**src/rtl/pwm_gen_pkg.sv**
```systemverilog
package pwm_gen_pkg;

  // Maps a control word to an on-cycle count for one carrier period.
  function automatic int unsigned scale_ctrl(input int unsigned c,
                                             input int unsigned lo,
                                             input int unsigned hi,
                                             input int unsigned full);
    if (c <= lo)      return 0;
    else if (c >= hi) return full;
    else              return ((c - lo) * full) / (hi - lo);
  endfunction

endpackage

```
**src/rtl/pwm_sawtooth.sv**
```systemverilog
module pwm_sawtooth #(
  parameter int CNT_W = 8
) (
  input  logic             clk,
  input  logic             rst_n,
  output logic [CNT_W-1:0] cnt_o,
  output logic             wrap_o
);
  localparam logic [CNT_W-1:0] CNT_MAX = '1;

  logic [CNT_W-1:0] cnt_q, cnt_d;

  always_comb begin
    cnt_d = cnt_q + 1'b1;
  end

  always_ff @(posedge clk or negedge rst_n) begin
    if (!rst_n) cnt_q <= '0;
    else        cnt_q <= cnt_d;
  end

  assign cnt_o  = cnt_q;
  assign wrap_o = (cnt_q == CNT_MAX);

  a_r3_wrap_to_zero: assert property (@(posedge clk) disable iff (!rst_n)
    (cnt_q == CNT_MAX) |=> (cnt_q == '0));

  a_r3_single_step: assert property (@(posedge clk) disable iff (!rst_n)
    (cnt_q != CNT_MAX) |=> (cnt_q == CNT_W'($past(cnt_q) + 1'b1)));
endmodule

```
**src/rtl/pwm_duty_map.sv**
```systemverilog
module pwm_duty_map
  import pwm_gen_pkg::*;
#(
  parameter int CTRL_W  = 8,
  parameter int CNT_W   = 8,
  parameter int LO_EDGE = 66,
  parameter int HI_EDGE = 153
) (
  input  logic              clk,
  input  logic              rst_n,
  input  logic [CTRL_W-1:0] ctrl_i,
  input  logic [CNT_W-1:0]  cnt_i,
  input  logic              wrap_i,
  output logic              cmp_o
);
  localparam int THR_W  = CNT_W + 1;
  localparam int PERIOD = 1 << CNT_W;

  logic [THR_W-1:0] thr_q, thr_d, thr_new;

  always_comb begin
    thr_new = THR_W'(scale_ctrl({{(32-CTRL_W){1'b0}}, ctrl_i},
                                LO_EDGE, HI_EDGE, PERIOD));
    thr_d   = wrap_i ? thr_new : thr_q;
  end

  always_ff @(posedge clk or negedge rst_n) begin
    if (!rst_n) thr_q <= '0;
    else        thr_q <= thr_d;
  end

  assign cmp_o = ({1'b0, cnt_i} < thr_q);

  a_r9_thr_held: assert property (@(posedge clk) disable iff (!rst_n)
    !wrap_i |=> $stable(thr_q));

  a_r2_thr_range: assert property (@(posedge clk) disable iff (!rst_n)
    thr_q <= THR_W'(PERIOD));
endmodule

```
**src/rtl/pwm_in_sync.sv**
```systemverilog
module pwm_in_sync #(
  parameter int SYNC_N = 2
) (
  input  logic clk,
  input  logic rst_n,
  input  logic din,
  output logic dout
);
  logic [SYNC_N-1:0] sq, sd;

  always_comb begin
    sd = {sq[SYNC_N-2:0], din};
  end

  always_ff @(posedge clk or negedge rst_n) begin
    if (!rst_n) sq <= '1;
    else        sq <= sd;
  end

  assign dout = sq[SYNC_N-1];
endmodule

```
**src/rtl/pwm_oc_limit.sv**
```systemverilog
module pwm_oc_limit (
  input  logic clk,
  input  logic rst_n,
  input  logic oc_i,
  input  logic wrap_i,
  output logic lim_o
);
  logic lim_q, lim_d;

  always_comb begin
    if (wrap_i) lim_d = 1'b0;
    else        lim_d = lim_q | oc_i;
  end

  always_ff @(posedge clk or negedge rst_n) begin
    if (!rst_n) lim_q <= 1'b0;
    else        lim_q <= lim_d;
  end

  assign lim_o = lim_q;
endmodule

```
**src/rtl/pwm_duty_gen.sv**
```systemverilog
module pwm_duty_gen #(
  parameter int CTRL_W  = 8,
  parameter int CNT_W   = 8,
  parameter int LO_EDGE = 66,
  parameter int HI_EDGE = 153,
  parameter int SYNC_N  = 2
) (
  input  logic              clk,
  input  logic              rst_n,
  input  logic [CTRL_W-1:0] ctrl_val,
  input  logic              pwm_in_n,
  input  logic              oc_flag,
  input  logic              drive_en,
  output logic              pwm_on
);
  logic [CNT_W-1:0] cnt;
  logic             wrap, cmp, ext_off, lim;

  pwm_sawtooth #(.CNT_W(CNT_W)) u_saw (
    .clk(clk), .rst_n(rst_n), .cnt_o(cnt), .wrap_o(wrap));

  pwm_duty_map #(.CTRL_W(CTRL_W), .CNT_W(CNT_W),
                 .LO_EDGE(LO_EDGE), .HI_EDGE(HI_EDGE)) u_map (
    .clk(clk), .rst_n(rst_n), .ctrl_i(ctrl_val), .cnt_i(cnt),
    .wrap_i(wrap), .cmp_o(cmp));

  pwm_in_sync #(.SYNC_N(SYNC_N)) u_sync (
    .clk(clk), .rst_n(rst_n), .din(pwm_in_n), .dout(ext_off));

  pwm_oc_limit u_lim (
    .clk(clk), .rst_n(rst_n), .oc_i(oc_flag), .wrap_i(wrap), .lim_o(lim));

  assign pwm_on = cmp & ~ext_off & ~lim & ~oc_flag & drive_en;

  // an overcurrent outside the last cycle silences the next cycle
  a_r7_limit_holds: assert property (@(posedge clk) disable iff (!rst_n)
    (oc_flag && !wrap) |=> !pwm_on);

  // the output is low whenever reset is held
  always_comb begin
    if (!rst_n) a_r1_reset_quiet: assert (!pwm_on);
  end
endmodule

```
**config.mk**
```make
export PLATFORM = sky130hd
export DESIGN_NAME = pwm_duty_gen
export DESIGN_NICKNAME = d
export VERILOG_FILES = /design/src/rtl/pwm_gen_pkg.sv /design/src/rtl/pwm_sawtooth.sv /design/src/rtl/pwm_duty_map.sv /design/src/rtl/pwm_in_sync.sv /design/src/rtl/pwm_oc_limit.sv /design/src/rtl/pwm_duty_gen.sv
export SDC_FILE = /design/constraint.sdc
export NUM_CORES = 1
export LEC_CHECK = 0
export BUFFER_PORTS_ARGS = -buffer_cell sky130_fd_sc_hd__buf_2
export CELL_PAD_IN_SITES_DETAIL_PLACEMENT = 2
export CELL_PAD_IN_SITES_GLOBAL_PLACEMENT = 2
export CORE_MARGIN = 5
export CORE_UTILIZATION = 42
export CTS_BUF_LIST = sky130_fd_sc_hd__clkbuf_2 sky130_fd_sc_hd__clkbuf_4 sky130_fd_sc_hd__clkbuf_8
export CTS_CLUSTER_DIAMETER = 150
export DETAILED_ROUTE_END_ITERATION = 10
export PLACE_DENSITY_LB_ADDON = 0.1
export SLEW_MARGIN = 20
export SYNTH_ARGS = -nofsm -noshare
export SYNTH_HDL_FRONTEND = slang
export SYNTH_SLANG_ARGS = --single-unit
```
**constraint.sdc**
```tcl
create_clock -name clk -period 5.61 [get_ports clk]
set_clock_uncertainty 0.1 [all_clocks]
set_input_delay 0 -clock clk [delete_from_list [all_inputs] [get_ports clk]]
set_output_delay 0 -clock clk [all_outputs]
set_load 0.005 [all_outputs]
```
==> flow_summary.yaml, run 1 <==
logic_synthesis:
  ys_seq_area_share_pct: 10.21
  muxShareOfSynthArea_pct: 3.303
  yosys.area_share.simple_pct: 27.39
  syn-cell-area_um2: 4925
  synth_flop_cell: "sky130_fd_sc_hd__dfrtp_1"
  ys.warnings.count: 0
  synth_seq_cells: 20
  share_of_synthesized_flip_flops_with_an_asynchronous_set_or_reset_pct: 100.0
  dominant_combinational_cell_family_by_area_after_synthesis: "compound AO/OA/AOI/OAI gates"
  synthesis.instances: 658
  synth_compound_area_share_pct: 41.77
  adder_and_majority_gate_portion_of_the_synthesized_area_pct: 4.827
  parity_gate_share_of_the_synthesized_area_counting_xor_and_xnor_cells_pct: 7.647
  synth_edf_count: 0
  mappedNetlistNets: 690
  synth_cell_types: 104
  post_synth.cell_area_avg_um2: 7.484
run_status:
  run_status: "did not finish"
  flow.first_error: "[ERROR DPL-0033] detailed placement checks failed during check placement."
  last-stage-reached: "detailed placement"
place:
  detailedPlacementHpwl_mm: 23.47
  io_buffer_count: 13
  gpl.final_weighted_congestion: 0.9586
die:
  rows: 39
  floorplan.die.height_um: 118.3
  io-pin-count: 14
  floorplan.initialDensity_pct: 42.95
  fp.dieW_um: 118.3
-- kinds of logic after synthesis --
logic type      count (synthesis)
simple gates                  248
xor+xnor                       43
buf+inv                        52
mux                            15
compound gates                261
flops                          20
fa+ha+maj                      19
-- synthesized netlist by cell type, types with 8 or more instances --
cell,count,share of area (%)
sky130_fd_sc_hd__nand2_1,56,4.3
sky130_fd_sc_hd__xor2_1,12,2.1
sky130_fd_sc_hd__nand4_1,12,1.5
sky130_fd_sc_hd__o21ai_0,41,4.2
sky130_fd_sc_hd__dfrtp_1,18,9.1
sky130_fd_sc_hd__mux2i_1,8,1.6
sky130_fd_sc_hd__a31oi_1,15,1.9
sky130_fd_sc_hd__nand3_1,27,2.7
sky130_fd_sc_hd__a22oi_1,8,1.2
sky130_fd_sc_hd__xnor2_1,31,5.5
sky130_fd_sc_hd__clkbuf_1,10,0.76
sky130_fd_sc_hd__nand2b_1,9,1.1
sky130_fd_sc_hd__nor3_1,14,1.4
sky130_fd_sc_hd__o21a_1,10,1.5
sky130_fd_sc_hd__or2_2,9,1.1
sky130_fd_sc_hd__o22ai_1,8,1.0
sky130_fd_sc_hd__o211ai_1,13,2.0
sky130_fd_sc_hd__nor2_1,46,3.5
sky130_fd_sc_hd__inv_1,24,1.8
sky130_fd_sc_hd__and2_1,12,1.5
sky130_fd_sc_hd__a21oi_1,39,4.0
sky130_fd_sc_hd__buf_2,8,0.81
sky130_fd_sc_hd__a211oi_1,9,1.4
sky130_fd_sc_hd__ha_1,19,4.8
-- per-stage QoR --
step              cells  setup TNS (ps)  hold slack [ps]  cell area [um^2]  setup slack [ps]
floorplan           658          -13070           -395.6              5270             -3855
global placement   1075          -13610           -144.3              7497             -3920
==> run 2: changes to the inputs <==
CELL_PAD_IN_SITES_DETAIL_PLACEMENT = default   (was 2)
CELL_PAD_IN_SITES_GLOBAL_PLACEMENT = default   (was 2)
CORE_UTILIZATION = 40   (was 42)
CTS_BUF_LIST = default   (was sky130_fd_sc_hd__clkbuf_2 sky130_fd_sc_hd__clkbuf_4 sky130_fd_sc_hd__clkbuf_8)
CTS_CLUSTER_DIAMETER = default   (was 150)
PLACE_DENSITY_LB_ADDON = 0.15   (was 0.1)
==> flow_summary.yaml, run 2 <==
run_status:
  run_status: "finished, violations left"
  failed_checks: "setup timing"
clock_network:
  tritoncts: "built"
  clock-sinks: 20
  clk_pin_slew_worst_paths_ps: 50
  clock_path_buffers: 2
  worst_skew_pair.late_latency_ps: 250
  clock-root-buffer: "sky130_fd_sc_hd__clkbuf_16"
  cts_htree_levels: 1
  cts-buffers-inserted: 3
worst_setup_path:
  crit_path_start_kind: "primary input"
  crit_path_frequent_cell: "sky130_fd_sc_hd__buf_4"
  worst_ep_required_time_ps: 5620
  timing.reg2reg.worst_path_depth: 8
  timing.critical_path.arrival_ps: 8970
  endpoint_kind: "flop"
  critical-path-max-stage-delay_ps: 520
  regToRegStartpoint: "u_saw.cnt_o[1]$_DFF_PN0_"
  cp_max_fo: 6
  timing.reg2reg.setup_slack_ps: 3200
  rr_endpoint: "u_map.thr_q[0]$_DFFE_PN0N_"
  critical_path_class: "in2reg"
  slowest_stage: "sky130_fd_sc_hd__or4_4"
layout:
  area_occupied_by_registers_um2: 503.0
  drive_gt1_share_pct: 54.79
  finalNetCount: 1015
  layout_commonest_cell: "sky130_fd_sc_hd__buf_4"
  layout_common_cells: "sky130_fd_sc_hd__buf_4 (308), sky130_fd_sc_hd__nand2_1 (51), sky130_fd_sc_hd__nor2_1 (36), sky130_fd_sc_hd__a21oi_1 (28), sky130_fd_sc_hd__o21ai_0 (26)"
  multiInputGateArea_um2: 5159
  number_of_flip_flops_under_the_largest_register_name: 9
  fillerInstances: 915
  core_util_final_pct: 72.52
  antenna_cells: 0
  signed_area_change_from_the_synthesized_netlist_to_the_final_layout_pct: 77.62
  registers.top_by_ff_count: "u_map.thr_q"
sta:
  grt_setup_unrepaired: "true"
  drv_slew: 0
  slew_at_the_pin_closest_to_its_max_slew_limit_ps: 540.3
  timing_hold_violations_final: 0
  fmax_mhz: 111.6
  final.setup.tns_ps: -10710
  final.min_clock_period_ps: 8959
  worst_slack_ps: -3349
  maxSlewHeadroom_pct: 63.82
  setup_viol_count_final: 5
  fin_crit_sh_pct: 159.7
place:
  io_buffer_count: 13
  gpl.final_weighted_congestion: 0.9658
  detailedPlacementHpwl_mm: 14.60
logic_synthesis:
  synth_most_common_cell: "sky130_fd_sc_hd__nand2_1"
  share_of_synthesized_flip_flops_with_an_asynchronous_set_or_reset_pct: 100.0
  synth_edf_count: 0
  yosys.area.top_type_share_pct: 9.146
  post_synth.cell_area_avg_um2: 7.484
  synth_flop_cell: "sky130_fd_sc_hd__dfrtp_1"
  synthesis.instances: 658
  synth.top_cells.by_count: "sky130_fd_sc_hd__nand2_1 (56), sky130_fd_sc_hd__nor2_1 (46), sky130_fd_sc_hd__o21ai_0 (41)"
  synth_seq_cells: 20
  mappedNetlistNets: 690
  synth_cell_types: 104
  synth.area.top_cells: "sky130_fd_sc_hd__dfrtp_1 (9.1%), sky130_fd_sc_hd__xnor2_1 (5.5%), sky130_fd_sc_hd__ha_1 (4.8%)"
  ys_seq_area_share_pct: 10.21
  ys.warnings.count: 0
  syn-cell-area_um2: 4925
  synth_top_cell_by_area: "sky130_fd_sc_hd__dfrtp_1"
drt:
  totalWireLength_mm: 20.53
  detail_route.wl_per_cell_um: 17.85
  drc: 0
  vias: 6879
  drt_iter0_markers: 466
  drt_pre_antenna_iters: 8
  avgViaCountPerCell: 5.982
  antenna_left: 0
min_path:
  hold_path.class: "in2async"
global_route:
  grt_pass1_wl_mm: 31.47
  grt_util_all_layers_pct: 25.39
  grt_max_degree: 21
  final_global_route_overflow_total: 0
  initial_antenna_violation_count: 0
  vias_in_the_first_global_route: 6689
die:
  fp.coreArea_um2: 12060
  floorplan.die.height_um: 121.0
  fp.dieArea_um2: 14630
  floorplan.initialDensity_pct: 40.83
  io-pin-count: 14
  rows: 40
  fp.dieW_um: 121.0
run:
  max_cap_violations: 0
## run 2: cell counts after synthesis
Identical to the previous run, type by type.
## run 2: worst max-delay path by stage
stage,start,to,slack [ps],depth (start not counted)
floorplan,ctrl_val[1],u_map.thr_q[0]$_DFFE_PN0N_,-3860,49
global placement,ctrl_val[1],u_map.thr_q[0]$_DFFE_PN0N_,-3910,44
detailed placement,ctrl_val[1],u_map.thr_q[0]$_DFFE_PN0N_,-4120,46
CTS,ctrl_val[2],u_map.thr_q[0]$_DFFE_PN0N_,-3130,46
global route,ctrl_val[2],u_map.thr_q[0]$_DFFE_PN0N_,-3570,50
finish,ctrl_val[2],u_map.thr_q[0]$_DFFE_PN0N_,-3350,50
## run 2: timing repair
item | 4_1_cts | 5_1_grt
hold buffers | 3 | 0
endpoints found under the setup margin | 5 | 5
pin swaps | 42 | 48
hold endpoints to repair | 22 | 0
resized for setup | 98 | 67
buffers inserted | 36 | 19
gates cloned | 0 | 0
## run 2: worst max-delay path: cells and delay by family
| family | cells | cell delay, ps |
|---|---|---|
| buffers and inverters | 10 | 1110 |
| adder cells (fa/ha/maj) | 4 | 700 |
| XOR/XNOR | 1 | 150 |
| AO/OA/AOI/OAI | 19 | 4050 |
| multiplexers | 2 | 500 |
| AND/OR/NAND/NOR | 14 | 2430 |
## run 2: through the flow
| stage | instance area (um^2) | setup WS [ps] | std cells | hold WS (ps) |
|---|---|---|---|---|
| global route | 8747 | -3569 | 1150 | 183.4 |
| global placement | 7468 | -3906 | 1092 | -141.0 |
| detailed placement | 7468 | -4116 | 1092 | -128.5 |
| floorplan | 5270 | -3855 | 658 | -395.6 |
| finish | 8747 | -3349 | 1150 | 134.8 |
| CTS | 8298 | -3132 | 1135 | 139.4 |
## run 2: kinds of logic after synthesis
kind of cell | share of synthesized area (%)
simple gates | 27.39
flops | 10.21
buf+inv | 4.853
mux | 3.303
fa+ha+maj | 4.827
compound gates | 41.77
xor+xnor | 7.647
## run 2: cell type report
cell class                      instances  area share, %
Clock buffer                            4         0.9012
Inverter                               28          1.387
Tap cell                              168          2.403
Timing Repair Buffer                  344          30.58
Sequential cell                        20          5.750
Multi-Input combinational cell        586          58.98
## run 2: layer usage
metal | vias up | wire (um) | GRT usage [%]
met5 | - | 0 | 0
met4 | 0 | 685 | 5.453
met3 | 75 | 788 | 2.704
met2 | 240 | 10280 | 46.16
met1 | 3323 | 8770 | 32.20
li1 | 3241 | - | -
Power of run 2 is left out: the tool's default activity adds up to more than one toggle a clock period on the data nets, which glitch-free logic cannot reach.
==> run 3: changes to the inputs <==
CORE_UTILIZATION = 70   (was 40)
==> flow_summary.yaml, run 3 <==
logic_synthesis:
  ys.warnings.count: 0
  ys_seq_area_share_pct: 10.21
  synth_edf_count: 0
  synth_seq_cells: 20
  synth_cell_types: 104
  parity_gate_share_of_the_synthesized_area_counting_xor_and_xnor_cells_pct: 7.647
  mappedNetlistNets: 690
  synth_top_cell_by_area: "sky130_fd_sc_hd__dfrtp_1"
  synth_most_common_cell: "sky130_fd_sc_hd__nand2_1"
  synth_compound_area_share_pct: 41.77
  post_synth.cell_area_avg_um2: 7.484
  syn-cell-area_um2: 4925
  dominant_combinational_cell_family_by_area_after_synthesis: "compound AO/OA/AOI/OAI gates"
  synth.area.top_cells: "sky130_fd_sc_hd__dfrtp_1 (9.1%), sky130_fd_sc_hd__xnor2_1 (5.5%), sky130_fd_sc_hd__ha_1 (4.8%)"
  share_of_synthesized_flip_flops_with_an_asynchronous_set_or_reset_pct: 100.0
  yosys.area.top_type_share_pct: 9.146
  muxShareOfSynthArea_pct: 3.303
  synth_flop_cell: "sky130_fd_sc_hd__dfrtp_1"
  adder_and_majority_gate_portion_of_the_synthesized_area_pct: 4.827
  synth.top_cells.by_count: "sky130_fd_sc_hd__nand2_1 (56), sky130_fd_sc_hd__nor2_1 (46), sky130_fd_sc_hd__o21ai_0 (41)"
  yosys.area_share.simple_pct: 27.39
  synthesis.instances: 658
run_status:
  flow.first_error: "[ERROR DPL-0038] Utilization greater than 100%, impossible to legalize"
  run_status: "did not finish"
  last-stage-reached: "detailed placement"
die:
  io-pin-count: 14
  floorplan.initialDensity_pct: 72.09
  rows: 30
  fp.dieW_um: 93.88
  floorplan.die.height_um: 93.88
place:
  gpl.final_weighted_congestion: 1.018
  io_buffer_count: 13
-- run 3: cell counts after synthesis --
No cell type changed its count.
-- run 3: kinds of logic after synthesis --
logic type                 after synthesis
AOI/OAI and AO/OA                      261
and+or+nand+nor                        248
buffers and inverters                   52
xor gates and xnor gates                43
DFF                                     20
adders and majority gates               19
muxes                                   15
-- run 3: per-stage QoR --
stage / setup TNS (ps) / worst slack, ps / hold WS, ps / std cells
after floorplan: -13070 / -3855 / -395.6 / 658
after global placement: -12560 / -3711 / -151.5 / 1015
